$ cat src/rtl/dss_pkg.sv
package dss_pkg;

    typedef enum logic [2:0] {
        ST_AZ    = 3'd0,
        ST_WAIT  = 3'd1,
        ST_START = 3'd2,
        ST_INT   = 3'd3,
        ST_DEINT = 3'd4
    } phase_e;

    function automatic int max_of4(input int a, input int b, input int c, input int d);
        int m;
        m = a;
        if (b > m) m = b;
        if (c > m) m = c;
        if (d > m) m = d;
        return m;
    endfunction

endpackage

$ cat src/rtl/dss_phase_ctrl.sv
module dss_phase_ctrl
    import dss_pkg::*;
#(
    parameter int AZ_MIN    = 1790,
    parameter int INT_LEN   = 2048,
    parameter int DEINT_MAX = 2041,
    parameter int START_DLY = 7,
    parameter int CNT_W     = 12
) (
    input  logic             clk,
    input  logic             rst,
    input  logic             run_hold_i,
    input  logic             zc_seen_i,
    output phase_e           st_o,
    output logic [CNT_W-1:0] cnt_o,
    output logic             int_start_o,
    output logic             int_done_o,
    output logic             deint_done_o
);

    localparam logic [CNT_W-1:0] AZ_LAST    = CNT_W'(AZ_MIN - 1);
    localparam logic [CNT_W-1:0] INT_LAST   = CNT_W'(INT_LEN - 1);
    localparam logic [CNT_W-1:0] DEINT_LAST = CNT_W'(DEINT_MAX - 1);
    localparam logic [CNT_W-1:0] DLY_LAST   = CNT_W'(START_DLY);

    typedef struct packed {
        phase_e           st;
        logic [CNT_W-1:0] cnt;
    } ctrl_s;

    ctrl_s ctrl_d, ctrl_q;
    logic  int_start_d, int_done_d, deint_done_d;

    always_comb begin
        ctrl_d       = ctrl_q;
        int_start_d  = 1'b0;
        int_done_d   = 1'b0;
        deint_done_d = 1'b0;
        unique case (ctrl_q.st)
            ST_AZ: begin
                if (ctrl_q.cnt == AZ_LAST) begin
                    if (run_hold_i) begin
                        ctrl_d.st   = ST_INT;
                        ctrl_d.cnt  = '0;
                        int_start_d = 1'b1;
                    end else begin
                        ctrl_d.st = ST_WAIT;
                    end
                end else begin
                    ctrl_d.cnt = ctrl_q.cnt + 1'b1;
                end
            end
            ST_WAIT: begin
                if (run_hold_i) begin
                    ctrl_d.st  = ST_START;
                    ctrl_d.cnt = CNT_W'(1);
                end
            end
            ST_START: begin
                if (ctrl_q.cnt == DLY_LAST) begin
                    ctrl_d.st   = ST_INT;
                    ctrl_d.cnt  = '0;
                    int_start_d = 1'b1;
                end else begin
                    ctrl_d.cnt = ctrl_q.cnt + 1'b1;
                end
            end
            ST_INT: begin
                if (ctrl_q.cnt == INT_LAST) begin
                    ctrl_d.st  = ST_DEINT;
                    ctrl_d.cnt = '0;
                    int_done_d = 1'b1;
                end else begin
                    ctrl_d.cnt = ctrl_q.cnt + 1'b1;
                end
            end
            ST_DEINT: begin
                if (ctrl_q.cnt == DEINT_LAST || (zc_seen_i && !run_hold_i)) begin
                    ctrl_d.st    = ST_AZ;
                    ctrl_d.cnt   = '0;
                    deint_done_d = 1'b1;
                end else begin
                    ctrl_d.cnt = ctrl_q.cnt + 1'b1;
                end
            end
            default: begin
                ctrl_d.st  = ST_AZ;
                ctrl_d.cnt = '0;
            end
        endcase
    end

    always_ff @(posedge clk) begin
        if (rst) begin
            ctrl_q.st  <= ST_AZ;
            ctrl_q.cnt <= '0;
        end else begin
            ctrl_q <= ctrl_d;
        end
    end

    assign st_o         = ctrl_q.st;
    assign cnt_o        = ctrl_q.cnt;
    assign int_start_o  = int_start_d;
    assign int_done_o   = int_done_d;
    assign deint_done_o = deint_done_d;

    // a parked converter stays parked while run/hold is low
    assert_park_holds_R6: assert property (@(posedge clk) disable iff (rst)
        (ctrl_q.st == ST_WAIT && !run_hold_i) |=> (ctrl_q.st == ST_WAIT));

    // the restart delay count stays inside its window
    assert_start_window_R7: assert property (@(posedge clk) disable iff (rst)
        (ctrl_q.st == ST_START) |-> (ctrl_q.cnt >= CNT_W'(1) && ctrl_q.cnt <= DLY_LAST));

endmodule

$ cat src/rtl/dss_result_latch.sv
module dss_result_latch #(
    parameter int DEINT_MAX = 2041,
    parameter int CNT_W     = 12,
    parameter int RES_W     = 12
) (
    input  logic             clk,
    input  logic             rst,
    input  logic             zero_cross_i,
    input  logic             sign_i,
    input  logic             in_deint_i,
    input  logic [CNT_W-1:0] cnt_i,
    input  logic             int_start_i,
    input  logic             int_done_i,
    input  logic             deint_done_i,
    output logic             zc_seen_o,
    output logic             status_o,
    output logic [RES_W-1:0] result_o,
    output logic             polarity_o,
    output logic             overrange_o
);

    localparam logic [RES_W-1:0] OVR_CODE = RES_W'(DEINT_MAX);

    typedef struct packed {
        logic             zc_seen;
        logic [RES_W-1:0] cap;
        logic             pol_pend;
        logic             status;
        logic [RES_W-1:0] result;
        logic             pol;
        logic             ovr;
    } lat_s;

    lat_s lat_d, lat_q;

    always_comb begin
        lat_d = lat_q;
        if (int_start_i) begin
            lat_d.status = 1'b1;
        end
        if (int_done_i) begin
            lat_d.pol_pend = sign_i;
            lat_d.zc_seen  = 1'b0;
        end
        if (in_deint_i && !lat_q.zc_seen && zero_cross_i) begin
            lat_d.zc_seen = 1'b1;
            lat_d.cap     = RES_W'(cnt_i);
        end
        if (deint_done_i) begin
            lat_d.status  = 1'b0;
            lat_d.pol     = lat_q.pol_pend;
            lat_d.zc_seen = 1'b0;
            if (lat_q.zc_seen) begin
                lat_d.result = lat_q.cap;
                lat_d.ovr    = 1'b0;
            end else if (zero_cross_i) begin
                lat_d.result = RES_W'(cnt_i);
                lat_d.ovr    = 1'b0;
            end else begin
                lat_d.result = OVR_CODE;
                lat_d.ovr    = 1'b1;
            end
        end
    end

    always_ff @(posedge clk) begin
        if (rst) begin
            lat_q <= '0;
        end else begin
            lat_q <= lat_d;
        end
    end

    assign zc_seen_o   = lat_q.zc_seen;
    assign status_o    = lat_q.status;
    assign result_o    = lat_q.result;
    assign polarity_o  = lat_q.pol;
    assign overrange_o = lat_q.ovr;

    // latched outputs settle while a conversion is running
    assert_latch_steady_R8: assert property (@(posedge clk) disable iff (rst)
        (lat_q.status && $past(lat_q.status)) |->
            ($stable(lat_q.result) && $stable(lat_q.pol) && $stable(lat_q.ovr)));

    // a crossing is only ever recorded during deintegrate
    assert_zc_in_deint_R10: assert property (@(posedge clk) disable iff (rst)
        $rose(lat_q.zc_seen) |-> $past(in_deint_i));

endmodule

$ cat src/rtl/dss_sequencer.sv
module dss_sequencer
    import dss_pkg::*;
#(
    parameter int AZ_MIN    = 1790,
    parameter int INT_LEN   = 2048,
    parameter int DEINT_MAX = 2041,
    parameter int START_DLY = 7,
    parameter int RES_W     = 12
) (
    input  logic             clk,
    input  logic             rst,
    input  logic             run_hold_i,
    input  logic             zero_cross_i,
    input  logic             sign_i,
    output logic             phase_az_o,
    output logic             phase_int_o,
    output logic             phase_deint_o,
    output logic             status_o,
    output logic [RES_W-1:0] result_o,
    output logic             polarity_o,
    output logic             overrange_o
);

    localparam int CNT_MAX = max_of4(AZ_MIN, INT_LEN, DEINT_MAX, START_DLY + 1);
    localparam int CNT_W   = $clog2(CNT_MAX + 1);
    localparam int LEN_W   = CNT_W + 1;

    phase_e           st;
    logic [CNT_W-1:0] cnt;
    logic             int_start, int_done, deint_done, zc_seen;

    dss_phase_ctrl #(
        .AZ_MIN    (AZ_MIN),
        .INT_LEN   (INT_LEN),
        .DEINT_MAX (DEINT_MAX),
        .START_DLY (START_DLY),
        .CNT_W     (CNT_W)
    ) u_ctrl (
        .clk          (clk),
        .rst          (rst),
        .run_hold_i   (run_hold_i),
        .zc_seen_i    (zc_seen),
        .st_o         (st),
        .cnt_o        (cnt),
        .int_start_o  (int_start),
        .int_done_o   (int_done),
        .deint_done_o (deint_done)
    );

    dss_result_latch #(
        .DEINT_MAX (DEINT_MAX),
        .CNT_W     (CNT_W),
        .RES_W     (RES_W)
    ) u_latch (
        .clk          (clk),
        .rst          (rst),
        .zero_cross_i (zero_cross_i),
        .sign_i       (sign_i),
        .in_deint_i   (st == ST_DEINT),
        .cnt_i        (cnt),
        .int_start_i  (int_start),
        .int_done_i   (int_done),
        .deint_done_i (deint_done),
        .zc_seen_o    (zc_seen),
        .status_o     (status_o),
        .result_o     (result_o),
        .polarity_o   (polarity_o),
        .overrange_o  (overrange_o)
    );

    assign phase_az_o    = (st == ST_AZ) || (st == ST_WAIT) || (st == ST_START);
    assign phase_int_o   = (st == ST_INT);
    assign phase_deint_o = (st == ST_DEINT);

    // Independent phase-length counters used only by the assertions below
    logic [LEN_W-1:0] az_len_d, az_len_q, de_len_d, de_len_q;

    always_comb begin
        az_len_d = phase_az_o ? ((&az_len_q) ? az_len_q : az_len_q + 1'b1) : '0;
        de_len_d = phase_deint_o ? ((&de_len_q) ? de_len_q : de_len_q + 1'b1) : '0;
    end

    always_ff @(posedge clk) begin
        if (rst) begin
            az_len_q <= '0;
            de_len_q <= '0;
        end else begin
            az_len_q <= az_len_d;
            de_len_q <= de_len_d;
        end
    end

    // one phase at a time
    assert_one_phase_R1: assert property (@(posedge clk) disable iff (rst)
        $onehot({phase_az_o, phase_int_o, phase_deint_o}));

    // deintegrate is only entered from integrate
    assert_deint_after_int_R1: assert property (@(posedge clk) disable iff (rst)
        $rose(phase_deint_o) |-> $past(phase_int_o));

    // auto-zero is never left before its minimum length
    assert_az_minimum_R3: assert property (@(posedge clk) disable iff (rst)
        $fell(phase_az_o) |-> (az_len_q >= LEN_W'(AZ_MIN)));

    // deintegrate never outlasts its limit
    assert_deint_limit_R4: assert property (@(posedge clk) disable iff (rst)
        phase_deint_o |-> (de_len_q < LEN_W'(DEINT_MAX)));

    // status falls only when deintegrate ends
    assert_status_fall_R8: assert property (@(posedge clk) disable iff (rst)
        $fell(status_o) |-> ($past(phase_deint_o) && phase_az_o));

endmodule

$ cat config.mk
export PLATFORM = sky130hd
export DESIGN_NAME = dss_sequencer
export DESIGN_NICKNAME = d
export VERILOG_FILES = /design/src/rtl/dss_pkg.sv /design/src/rtl/dss_phase_ctrl.sv /design/src/rtl/dss_result_latch.sv /design/src/rtl/dss_sequencer.sv
export SDC_FILE = /design/constraint.sdc
export NUM_CORES = 1
export LEC_CHECK = 0
export ABC_AREA = 0
export BUFFER_PORTS_ARGS = -buffer_cell sky130_fd_sc_hd__buf_2
export CAP_MARGIN = 10
export CORE_ASPECT_RATIO = 2
export CORE_MARGIN = 5
export CORE_UTILIZATION = 35
export CTS_CLUSTER_SIZE = 20
export DETAILED_ROUTE_END_ITERATION = 10
export GPL_ROUTABILITY_DRIVEN = 0
export MAX_ROUTING_LAYER = met4
export SYNTH_ARGS = -nofsm -noshare
export SYNTH_HDL_FRONTEND = slang
export SYNTH_SLANG_ARGS = --single-unit
$ cat constraint.sdc
create_clock -name clk -period 2.5 [get_ports clk]
set_clock_uncertainty 0.05 [all_clocks]
set_input_delay 0.5 -clock clk [delete_from_list [all_inputs] [get_ports clk]]
set_output_delay 0.5 -clock clk [all_outputs]
set_load 0.05 [all_outputs]
* Yosys cells after proc, flatten, opt, wreduce, memory -nomap -nowiden
Index checks and enable logic that the tools add are counted.
** Storage, ports and cells
- Flip-flop bits (word level) :: 44
- Output and inout port bits :: 18
- Word-level logic and storage cells :: 63
** Operators by class
- Add/subtract/negate cells :: 1
- Eq/ne operators :: 14
- Mux-type cells :: 26
- Reductions and logical operators :: 13
** Operators with widths (count)
- 2-to-1 mux 12 bit :: 7
- case mux 15 bit (5 select lines) :: 1
- == test 12 x 11 -> 1 bit, second input constant :: 3
- 2-to-1 mux 15 bit :: 1
- 2-to-1 mux 13 bit :: 1
- adder 12 x 1 -> 12 bit, second input constant :: 1
- == test 12 x 3 -> 1 bit, second input constant :: 1
- 2-to-1 mux 3 bit :: 4
- 2-to-1 mux 1 bit :: 10
- == test 3 x 2 -> 1 bit, second input constant :: 2
- inequality test 2 x 1 -> 1 bit, second input constant :: 3
- AND reduction 5 bit :: 1
- inequality test 2 bit, second input constant :: 2
- == test 3 x 1 -> 1 bit, second input constant :: 1
- == test 3 bit, second input constant :: 1
- logical AND 1 bit :: 3
- zero test 3 bit :: 1
- logical OR 1 bit :: 3
- inequality test 3 bit, second input constant :: 1
- zero test 1 bit :: 2
- 2-to-1 mux 2 bit :: 1
- case mux 1 bit (2 select lines) :: 1
- AND reduction 2 bit :: 1
- nonzero test 2 bit :: 1
- OR reduction 2 bit :: 1

* Depth between registers and ports, before layout
- Word-level depth :: 6
- Gate-level depth with buffers :: 10
- Depth with buffers taken out :: 8

* Cells and area by module
From an unflattened synthesis, not the netlist that was laid out.
** Second synthesis, totals
- Cells, all modules :: 283
- Area total of the unflattened synthesis :: 2566.2 um2
** By module, submodules not included
- dss_result_latch :: times used 1, cells each 144, area each 1432.6 um2, seq. area each 580.6 um2
- dss_phase_ctrl :: times used 1, cells each 136, area each 1107.3 um2, seq. area each 300.3 um2
- dss_sequencer :: times used 1, cells each 3, area each 26.3 um2, seq. area each 0.0 um2

* Worst setup path after synthesis
No wires, ideal clock.
- Path type :: register -> register
- From :: reg u_ctrl.st_o[2] (netlist name)
- To :: reg u_ctrl.cnt_o[9] (netlist name)
- Library setup time :: 0.057 ns
- Data arrival time :: 2.225 ns
- Required time :: 2.393 ns
- Path slack :: 0.168 ns
- Cell stages (with the launch flop) :: 8
- Path through :: dfxtp_1 > nor3b_2 > nand2_1 > a31o_1 > a31oi_2 > buf_6 > a21o_1 > a21o_1
** On the way
- Elaborated cells between the ends (all ways) :: 9
- Those cells by class :: eq/ne: 6; mux: 1; reduce/logical: 2
** RTL lines
- == test 3 bit
- via phase_deint_o :: line dss_sequencer.sv:17 : output logic phase_deint_o,
- case mux 15 bit (5 select lines) :: line dss_phase_ctrl.sv:39 : unique case (ctrl_q.st)
The timed path passes the listed nets, and every way through them passes these cells.
A chain may end at the register's enable or synchronous reset.

* Worst setup path in the final report
- From :: reg u_ctrl.cnt_o[0] (netlist name)
- To :: reg u_ctrl.cnt_o[4] (netlist name)
** On the way
- Word-level cells in the longest chain between the ends :: 4
- Elaborated cells between the ends (all ways) :: 13
- Those cells by class :: add/sub: 1; eq/ne: 5; mux: 5; reduce/logical: 2
** RTL lines
- branches (longest 4 deep; another with adder 12 x 1 -> 12 bit)
Several ways; the timed one is not identified.

==> results.ini <==
[min_path]
hp-start = sign_i
hold_end = u_latch.lat_q[15]$_SDFFE_PP0P_
hp-class = in2reg
hold_path_depth = 3

[clocking]
clock-sinks = 44
htreeDepth = 2
cts_tree = done
cts.clk_slew.worst_paths_ns = 0.06
cts_root_buf = clkbuf_16
cts_resized = 0
cts-buffers-inserted = 5
post_cts.repair.setup_buffers = 0
clock_latency_ns = 0.28
cts_hold_buf = 0
clock_path_buffers = 2

[cells_and_area]
drive_gt1_frac = 0.214
syn2layout_area_growth_pct = 9.59
nets = 289
fin_cells = 371
fillers = 713
antenna_cells = 0

[synthesis]
synth.cell_area_um2 = 2430
synth_area_leaders = dfxtp_1 (36%), mux2i_1 (9.1%), nor2_1 (5.6%)
synth-seq-cells = 44
yosysSeqAreaShare = 0.363
synth_top_cell_area_share = 0.363
yosysWarningCount = 0
synth_common_cells = dfxtp_1 (44), nor2_1 (36), nand2_1 (23), mux2i_1 (22), a21oi_1 (16)
syn_area_per_cell_um2 = 8.92
async_reset_ff_frac = 0
synth.net_count = 280
synthFlopType = dfxtp_1
synth.distinct_cells = 58
synth_top_area_cell = dfxtp_1
synth_edf_count = 0
synth_most_common_cell = dfxtp_1
synth_cells = 272

[power_and_ir_drop]
power_density_nw_per_um2 = 526
max-vdd-ir-drop_uv = 303
p_leak_nw = 1.09

[sta]
drv_slew = 0
fin_crit_sh = 0.932
hold_slack_ns = 0.406
slew_headroom = 0.598
fin_setup_tns_ns = 0
setup_viol = 0
fin_crit_ns = 2.33
rsz0062_at_grt = no
tightest_slew_ns = 0.599
hold_viol = 0
max_freq_mhz = 429

[placement]
placedCellCount = 364
dp_hpwl_mm = 3.76
port_buffers = 22

[worst_setup_path]
worstPathArrival_ns = 2.45
r2r-end = u_ctrl.cnt_o[4]$_SDFFE_PP0P_
timing.rr.start = u_ctrl.cnt_o[0]$_SDFFE_PP0P_
critPathRequiredTime_ns = 2.62
cp_max_fo = 7
r2r_setup_slack_ns = 0.17
endpoint_kind = flip-flop
crit_type = reg2reg
crit_path_start_kind = flip-flop
reg2reg_depth = 7

[detailed_routing]
wl_met2_mm = 2.70
drt-initial-drc-count = 99
drt_first_pass_iters = 4
drc = 0
wl_per_cell_um = 14.2
drt-met1-wl_mm = 2.29
wl_met3_um = 172
via_count = 1941
ant_nets = 0
wl_mm = 5.26
dr.max_layer_used = met4
via_per_inst = 5.23

[floorplan]
fp.dieArea_um2 = 8800
die_h_um = 128
coreArea_um2 = 6830
die_w_um = 68.9
num_rows = 43
start_util = 0.355
io_pins = 23

[global_route]
grt_max_degree = 31
overflow = 0
grt_usage = 0.139
grt_pass1_wl_mm = 9.31
grt_antenna_before_repair = 0
grt_pass1_vias = 1911

[job]
max_cap_viol_count = 0

[run_status]
outcome = complete, no violations

cell usage in the layout (no fill, tap or decap), types with 5 or more instances in the layout:
cell and count:
nand2_1 23, nand3_1 9, o21ai_0 10, nor2_1 36, nor2b_1 6, inv_1 10
a21oi_1 16, buf_2 22, dfxtp_1 44, mux2i_1 22, buf_4 10, clkbuf_16 5
a21o_1 5
metrics by stage:
| stage | area (µm²) | setup slack, ns | utilization | total power [mW] |
|---|---|---|---|---|
| after global routing | 2660 | 0.0577 | 0.389 | 1.44 |
| after CTS | 2660 | 0.159 | 0.389 | 1.41 |
| final | 2660 | 0.170 | 0.389 | 1.40 |
| after detailed placement | 2520 | 0.280 | 0.369 | 0.787 |
| after global placement | 2520 | 0.345 | 0.369 | 0.785 |
| after floorplan | 2430 | 0.168 | - | 0.771 |
sequential cells by signal, summed over array words and instances, names as in the netlist:
signal,flops
u_ctrl.cnt_o,12
u_latch.status_o,1
u_ctrl.st_o,3
u_latch.overrange_o,1
u_latch.result_o,12
u_latch.polarity_o,1
u_latch.zc_seen_o,1
u_latch.lat_q,13
worst max-delay path by stage:
stage	from	endpoint	slack (ns)	cells after the start
after detailed placement	u_ctrl.cnt_o[1]$_SDFFE_PP0P_	u_ctrl.cnt_o[5]$_SDFFE_PP0P_	0.28	8
after global routing	u_ctrl.cnt_o[0]$_SDFFE_PP0P_	u_ctrl.cnt_o[4]$_SDFFE_PP0P_	0.06	7
after global placement	u_ctrl.cnt_o[1]$_SDFFE_PP0P_	u_ctrl.cnt_o[4]$_SDFFE_PP0P_	0.35	8
after CTS	u_ctrl.cnt_o[0]$_SDFFE_PP0P_	u_ctrl.cnt_o[4]$_SDFFE_PP0P_	0.16	7
final	u_ctrl.cnt_o[0]$_SDFFE_PP0P_	u_ctrl.cnt_o[4]$_SDFFE_PP0P_	0.17	7
after floorplan	u_ctrl.st_o[2]$_SDFFE_PP0P_	u_ctrl.cnt_o[9]$_SDFFE_PP0P_	0.17	7
critical path, stage by stage (launching register included):
cell	delay, ns
dfxtp_1	0.42
ha_1	0.24
nor4b_1	0.32
nand3_1	0.25
o211a_4	0.24
o31ai_4	0.42
a2bb2oi_1	0.19
a21oi_1	0.08
report_power, final:
| part | leakage, nW | internal [mW] | total [mW] | switching [mW] |
|---|---|---|---|---|
| clock network | 0.0657 | 0.362 | 0.627 | 0.264 |
| logic | 0.668 | 0.0222 | 0.0598 | 0.0376 |
| registers | 0.355 | 0.705 | 0.711 | 0.00588 |
| total | 1.09 | 1.09 | 1.40 | 0.308 |
logic make-up after synthesis:
logic type | synth area share
xor+xnor | 0.00722
mux | 0.0954
buf+inv | 0.107
flops | 0.363
simple gates | 0.219
fa+ha+maj | 0.0155
compound gates | 0.193
metal layers:
| layer | vias to the layer above | GRT usage |
|---|---|---|
| li1 | 952 | - |
| met1 | 919 | 0.177 |
| met2 | 56 | 0.225 |
| met3 | 14 | 0.0184 |
| met4 | 0 | 0.0402 |
| met5 | - | - |
cell type report:
cell class / instances / area, µm² / share of cell area
Clock buffer: 5 / 125 / 0.0471
Clock inverter: 2 / 12.5 / 0.00471
Inverter: 10 / 37.5 / 0.0141
Multi-Input combinational cell: 187 / 1280 / 0.483
Sequential cell: 44 / 881 / 0.331
Tap cell: 90 / 113 / 0.0424
Timing Repair Buffer: 33 / 205 / 0.0772
Note: power is estimated with default switching activity, not from simulation.
